[config.mk]
export PLATFORM = sky130hd
export DESIGN_NAME = irq_entry_seq
export DESIGN_NICKNAME = d
export VERILOG_FILES = /design/src/rtl/irq_entry_pkg.sv /design/src/rtl/irq_arbiter.sv /design/src/rtl/entry_timer.sv /design/src/rtl/irq_entry_seq.sv
export SDC_FILE = /design/constraint.sdc
export NUM_CORES = 1
export LEC_CHECK = 0
export ABC_AREA = 1
export BUFFER_PORTS_ARGS = -buffer_cell sky130_fd_sc_hd__buf_4
export CORE_MARGIN = 2
export CORE_UTILIZATION = 53
export DETAILED_ROUTE_END_ITERATION = 8
export PLACE_DENSITY = 0.87
export SETUP_SLACK_MARGIN = 0.1
export SLEW_MARGIN = 20
export SYNTH_ARGS = -nofsm -noshare
export SYNTH_HDL_FRONTEND = slang
export SYNTH_SLANG_ARGS = --single-unit
[constraint.sdc]
create_clock -name clk -period 6.8 [get_ports clk]
set_clock_uncertainty 0.15 [all_clocks]
set_input_delay 0.68 -clock clk [delete_from_list [all_inputs] [get_ports clk]]
set_output_delay 0.68 -clock clk [all_outputs]
set_load 0.05 [all_outputs]
[src/rtl/irq_entry_pkg.sv]
package irq_entry_pkg;

    typedef enum logic [3:0] {
        S_RST_PC,
        S_RST_SP,
        S_RST_SR,
        S_RST_VBR,
        S_IDLE,
        S_ACK,
        S_PUSH_SR,
        S_PUSH_PC,
        S_SP_WR,
        S_SR_WR,
        S_VEC_RD,
        S_HOLD
    } seq_state_e;

    localparam logic [1:0] SEL_PC  = 2'd0;
    localparam logic [1:0] SEL_SP  = 2'd1;
    localparam logic [1:0] SEL_SR  = 2'd2;
    localparam logic [1:0] SEL_VBR = 2'd3;

endpackage

[src/rtl/irq_arbiter.sv]
module irq_arbiter #(
    parameter int LVL_W        = 4,
    parameter int VEC_W        = 8,
    parameter int EXT_VEC_BASE = 64
) (
    input  logic [LVL_W-1:0] ext_level,
    input  logic [LVL_W-1:0] int_level,
    input  logic [VEC_W-1:0] int_vector,
    input  logic [LVL_W-1:0] mask,
    output logic             take,
    output logic             pick_int,
    output logic [LVL_W-1:0] win_level,
    output logic [VEC_W-1:0] win_vector
);
    logic ext_wins;

    always_comb begin
        ext_wins   = ext_level > int_level;
        pick_int   = !ext_wins;
        win_level  = ext_wins ? ext_level : int_level;
        win_vector = ext_wins ? (VEC_W'(EXT_VEC_BASE) + VEC_W'(ext_level >> 1))
                              : int_vector;
        take       = win_level > mask;
    end
endmodule

[src/rtl/entry_timer.sv]
module entry_timer #(
    parameter int MIN_CYCLES = 13
) (
    input  logic clk,
    input  logic clr,
    output logic done
);
    localparam int CNT_W = $clog2(MIN_CYCLES) + 1;
    localparam logic [CNT_W-1:0] LAST = CNT_W'(MIN_CYCLES - 1);

    logic [CNT_W-1:0] cnt;

    always_ff @(posedge clk) begin
        if (clr)
            cnt <= '0;
        else if (cnt != LAST)
            cnt <= cnt + 1'b1;
    end

    assign done = (cnt == LAST);
endmodule

[src/rtl/irq_entry_seq.sv]
module irq_entry_seq
    import irq_entry_pkg::*;
#(
    parameter int XLEN         = 32,
    parameter int LVL_W        = 4,
    parameter int VEC_W        = 8,
    parameter int MASK_LSB     = 4,
    parameter int EXT_VEC_BASE = 64,
    parameter int MIN_ENTRY    = 13
) (
    input  logic             clk,
    input  logic             rst_n,
    input  logic [LVL_W-1:0] ext_level,
    input  logic             int_post,
    input  logic [LVL_W-1:0] int_post_level,
    input  logic [VEC_W-1:0] int_post_vector,
    input  logic             insn_retire,
    input  logic             next_is_delay_slot,
    input  logic [XLEN-1:0]  sr_in,
    input  logic [XLEN-1:0]  vbr_in,
    input  logic [XLEN-1:0]  sp_in,
    input  logic [XLEN-1:0]  pc_in,
    output logic             busy,
    output logic             ack_valid,
    output logic [LVL_W-1:0] ack_level,
    output logic             rf_we,
    output logic [1:0]       rf_sel,
    output logic [XLEN-1:0]  rf_wdata,
    output logic             bus_req,
    output logic             bus_we,
    output logic [XLEN-1:0]  bus_addr,
    output logic [XLEN-1:0]  bus_wdata,
    input  logic             bus_ready,
    input  logic [XLEN-1:0]  bus_rdata
);
    localparam logic [XLEN-1:0] WORD      = XLEN'(4);
    localparam logic [XLEN-1:0] RESET_SR  = XLEN'({LVL_W{1'b1}}) << MASK_LSB;
    localparam int              VOFF_PAD  = XLEN - VEC_W - 2;

    seq_state_e state, state_nx;

    logic [LVL_W-1:0] ipend_lvl;
    logic [VEC_W-1:0] ipend_vec;
    logic [LVL_W-1:0] lvl_q;
    logic [VEC_W-1:0] vec_q;
    logic [XLEN-1:0]  sr_q, sp_q, pc_q, vbr_q;

    logic             arb_take, arb_int;
    logic [LVL_W-1:0] arb_lvl;
    logic [VEC_W-1:0] arb_vec;
    logic             accept;
    logic             tmr_done;
    logic [XLEN-1:0]  sr_new;

    irq_arbiter #(
        .LVL_W(LVL_W), .VEC_W(VEC_W), .EXT_VEC_BASE(EXT_VEC_BASE)
    ) u_arb (
        .ext_level (ext_level),
        .int_level (ipend_lvl),
        .int_vector(ipend_vec),
        .mask      (sr_in[MASK_LSB +: LVL_W]),
        .take      (arb_take),
        .pick_int  (arb_int),
        .win_level (arb_lvl),
        .win_vector(arb_vec)
    );

    entry_timer #(.MIN_CYCLES(MIN_ENTRY)) u_tmr (
        .clk (clk),
        .clr (state == S_IDLE),
        .done(tmr_done)
    );

    assign accept = (state == S_IDLE) && insn_retire && !next_is_delay_slot && arb_take;

    // state register
    always_ff @(posedge clk) begin
        if (!rst_n) state <= S_RST_PC;
        else        state <= state_nx;
    end

    // next-state logic
    always_comb begin
        state_nx = state;
        unique case (state)
            S_RST_PC:  if (bus_ready) state_nx = S_RST_SP;
            S_RST_SP:  if (bus_ready) state_nx = S_RST_SR;
            S_RST_SR:  state_nx = S_RST_VBR;
            S_RST_VBR: state_nx = S_IDLE;
            S_IDLE:    if (accept) state_nx = S_ACK;
            S_ACK:     state_nx = S_PUSH_SR;
            S_PUSH_SR: if (bus_ready) state_nx = S_PUSH_PC;
            S_PUSH_PC: if (bus_ready) state_nx = S_SP_WR;
            S_SP_WR:   state_nx = S_SR_WR;
            S_SR_WR:   state_nx = S_VEC_RD;
            S_VEC_RD:  if (bus_ready) state_nx = tmr_done ? S_IDLE : S_HOLD;
            S_HOLD:    if (tmr_done) state_nx = S_IDLE;
            default:   state_nx = S_RST_PC;
        endcase
    end

    // captured context and internal pending request
    always_ff @(posedge clk) begin
        if (!rst_n) begin
            ipend_lvl <= '0;
            ipend_vec <= '0;
        end else if (int_post) begin
            ipend_lvl <= int_post_level;
            ipend_vec <= int_post_vector;
        end else if (accept && arb_int) begin
            ipend_lvl <= '0;
        end
        if (accept) begin
            lvl_q <= arb_lvl;
            vec_q <= arb_vec;
            sr_q  <= sr_in;
            sp_q  <= sp_in;
            pc_q  <= pc_in;
            vbr_q <= vbr_in;
        end
    end

    // outputs
    always_comb begin
        sr_new = sr_q;
        sr_new[MASK_LSB +: LVL_W] = lvl_q;

        busy      = (state != S_IDLE);
        ack_valid = 1'b0;
        ack_level = lvl_q;
        rf_we     = 1'b0;
        rf_sel    = SEL_PC;
        rf_wdata  = bus_rdata;
        bus_req   = 1'b0;
        bus_we    = 1'b0;
        bus_addr  = '0;
        bus_wdata = '0;
        unique case (state)
            S_RST_PC: begin
                bus_req = 1'b1;
                rf_we   = bus_ready;
            end
            S_RST_SP: begin
                bus_req  = 1'b1;
                bus_addr = WORD;
                rf_we    = bus_ready;
                rf_sel   = SEL_SP;
            end
            S_RST_SR: begin
                rf_we    = 1'b1;
                rf_sel   = SEL_SR;
                rf_wdata = RESET_SR;
            end
            S_RST_VBR: begin
                rf_we    = 1'b1;
                rf_sel   = SEL_VBR;
                rf_wdata = '0;
            end
            S_ACK: ack_valid = 1'b1;
            S_PUSH_SR: begin
                bus_req   = 1'b1;
                bus_we    = 1'b1;
                bus_addr  = sp_q - WORD;
                bus_wdata = sr_q;
            end
            S_PUSH_PC: begin
                bus_req   = 1'b1;
                bus_we    = 1'b1;
                bus_addr  = sp_q - (WORD << 1);
                bus_wdata = pc_q;
            end
            S_SP_WR: begin
                rf_we    = 1'b1;
                rf_sel   = SEL_SP;
                rf_wdata = sp_q - (WORD << 1);
            end
            S_SR_WR: begin
                rf_we    = 1'b1;
                rf_sel   = SEL_SR;
                rf_wdata = sr_new;
            end
            S_VEC_RD: begin
                bus_req  = 1'b1;
                bus_addr = vbr_q + {{VOFF_PAD{1'b0}}, vec_q, 2'b00};
                rf_we    = bus_ready;
            end
            default: ;
        endcase
    end
endmodule

==> summary.md <==
| Metric | Value |
|---|---|
| Initial antenna violation count | 0 |
| Routed Antenna Nets | 0 |
| Die width | 138 um |
| Crit share post-route | 0.550 |
| Post-CTS Resized | 0 |
| DRT Wirelength | 33200 um |
| Post-CTS setup repair buffer count | 0 |
| Dpl ws | 2.67 ns |
| DRC viols | 0 |
| Post-synthesis adder-cell area fraction | 0.0295 |
| Ys async rst share | 0 |
| Post-synthesis compound-gate area fraction | 0.0987 |
| # setup viols final | 0 |
| Distinct cell type count after synthesis | 41 |
| FF-to-FF path depth | 18 |
| Critical Path AT | 2.91 ns |
| WS Path Type | reg -> out |
| Area added between synthesis and finish | 30.8% |
| Clk Latency, worst-skew pair | 0.44 ns |
| Final max-slew violation count | 0 |
| Synth area leaders | edfxtp_1, nand2_1, nand3_1 |
| Port buffer count | 288 |
| CTS Sinks | 161 |
| Initial Util | 0.536 |
| First-pass GRT wire length | 50800 um |
| Sequential area share after synthesis | 0.483 |
| Max VDD drop | 0.000329 V |
| Initial drt markers | 792 |
| Wire length per cell | 19.5 um |
| Full die area | 19100 um^2 |
| Simple-Gate Fraction of Synth Area | 0.295 |
| Top_reg_cell synth | edfxtp_1 |
| Worst setup margin | 3.06 ns |
| Worst EP required | 5.97 ns |
| WHS | 0.256 ns |
| Hold/Removal Path Class | in -> reg |
| Proportion of layout cells with a drive suffix above 1 | 0.249 |
| Worst Max-Slew Pin Slew | 0.962 ns |
| CTS tree | built |
| Synth Area in XOR/XNOR | 0.0174 |
| Leak pwr | 5.71 nW |
| Outcome | completed |
| DRT Pass-1 Iters | 5 |
| Rows | 49 |
| Clock Path Buffers | 2 |
| Dominant cell type by area after synthesis | edfxtp_1 |
| Die height | 138 um |
| CTS Hold Bufs | 0 |
| Reg2reg end | ipend_lvl[0] |
| Worst Setup EP | bus_addr[31] |
| Share of the synthesized area in the top cell type | 0.439 |
| Kind of start point of the critical path | flip-flop |
| R2R Path Start | ipend_lvl[1] |
| Routability cong. | 0.974 |
| CTS root buf | clkbuf_16 |
| CTS buffer count | 17 |
| Gr usage total | 0.343 |
| Flops & latches, synth | 161 |
| Total global routing overflow | 0 |
| Final Net Count | 1665 |
| Mux cell area share after synthesis | 0 |
| Fin Setup TNS | 0 ns |
| Fill cells | 1390 |
| Setup crit start | state[3] |
| Core box area | 17800 um^2 |
| Mapped cell area | 9570 um^2 |
| H-tree lvl count | 4 |
| Rel. slew slack | 0.358 |
| Synthesis Warnings | 0 |
| Vias in the first global route | 9289 |
| Crit. End Element | output port |
| Clock-pin slew on the worst setup and hold paths | 0.08 ns |
| Max Cap Viol | 0 |
| Final Hold Viols | 0 |
| Syn Area/Cell | 8.14 um^2 |
| Power per cell area | 282 nW/um^2 |
| Hpwl dp | 25300 um |
| RSZ-0062 raised after global routing | no |
| Post-synth EDFFs | 140 |
| Syn Nets | 1380 |
| Crit path time final | 3.74 ns |
| Fmax | 268 MHz |
| Mapped Cells | 1176 |
| IO Pins | 289 |
| R2r setup slk | 3.11 ns |
| Via density | 5.72 |
| Vias | 9737 |
| Max FO, Critical Path | 59 |
| Diode count | 0 |
| Largest family of logic cells by synthesized area | simple AND/OR/NAND/NOR gates |
| Fin util | 0.702 |
| Largest net degree at the start of global routing | 142 |
through the flow:
step,cells,cell area (um^2),power (mW)
after floorplan,1176,9570,2.08
after global placement,1671,11900,2.51
after detailed placement,1671,11900,2.52
after CTS,1703,12500,3.53
after global routing,1703,12500,3.65
final,1703,12500,3.53
report_power, final:
part,total (mW),switching [mW],internal [mW]
Sequential,1.17,0.0436,1.12
Combinational,1.35,0.953,0.398
Clock,1.02,0.458,0.560
logic make-up (layout without fill, tap and decap cells):
| family | after synthesis | after routing |
|---|---|---|
| DFF | 161 | 161 |
| AOI/OAI and AO/OA | 148 | 148 |
| xor gates and xnor gates | 19 | 19 |
| buffers and inverters | 181 | 479 |
| and+or+nand+nor | 645 | 645 |
| adders and majority gates | 22 | 22 |
cells in the final DEF, fill, tap and decap left out, types with 10 or more instances in the layout:
cell and count:
nand2_1 341, buf_4 290, inv_1 144, edfxtp_1 140
nand3_1 130, nor2_1 100, o21ai_0 37, a21oi_1 34
nand4_1 23, a22o_1 23, ha_1 21, dfxtp_1 21
clkbuf_16 17, a22oi_1 16, xor2_1 16, o21ai_1 16
nor2_2 12, nor3_1 12, inv_2 10
routing by layer:
| metal | share of wire | up-vias | track usage |
|---|---|---|---|
| li1 | - | 4542 | - |
| met4 | 0.027 | 0 | 0.106 |
| met3 | 0.094 | 64 | 0.0752 |
| met5 | 0 | - | 0 |
| met1 | 0.39 | 4554 | 0.441 |
| met2 | 0.49 | 577 | 0.583 |
Yosys cell counts, types with 5 or more instances:
cell / n
inv_2: 11
inv_1: 145
buf_4: 5
buf_2: 16
a21oi_1: 34
o221ai_1: 6
nand2_1: 341
edfxtp_1: 140
nand3b_1: 5
ha_1: 21
o21ai_1: 16
a32o_1: 6
nand3_1: 130
xor2_1: 16
o21ai_0: 37
nor2_2: 12
a22oi_1: 16
a22o_1: 23
nand2_2: 5
nor2_1: 100
nand4_1: 23
dfxtp_1: 21
nor3_1: 12
flip-flops by register name, indices dropped and copies added, names as in the netlist:
| name | flops |
|---|---|
| u_tmr.cnt | 5 |
| sr_q | 32 |
| vbr_q | 32 |
| pc_q | 32 |
| state | 4 |
| sp_q | 32 |
| ack_level | 4 |
| ipend_lvl | 4 |
| vec_q | 8 |
| ipend_vec | 8 |
how the worst min path moves through the flow:
stage	end	start	cells after the start
floorplan	ipend_vec[7]	ipend_vec[7]	2
global placement	ipend_vec[3]	ipend_vec[3]	2
detailed placement	ipend_vec[7]	ipend_vec[7]	2
CTS	sp_q[17]	sp_in[17]	1
global route	pc_q[9]	pc_in[9]	1
finish	pc_q[28]	pc_in[28]	1
worst max-delay path, stage by stage (launching register included):
cell and delay [ns]:
dfxtp_1 0.48, nor2_4 0.13, nand2_1 0.21, clkinv_2 0.79, nand3_1 0.33, nand2_1 0.18, inv_1 0.09, nand2_1 0.06
buf_4 0.18
layout make-up:
| type | instances | area, um^2 | area share |
|---|---|---|---|
| sequential | 161 | 4620 | 0.369 |
| tap | 229 | 287 | 0.0229 |
| inverter | 156 | 589 | 0.0471 |
| clock buffer | 17 | 425 | 0.0340 |
| multi-input combinational | 834 | 4210 | 0.337 |
| clock inverter | 15 | 183 | 0.0146 |
| timing repair buffer | 291 | 2200 | 0.176 |
Note: power is estimated with default switching activity, not from simulation.
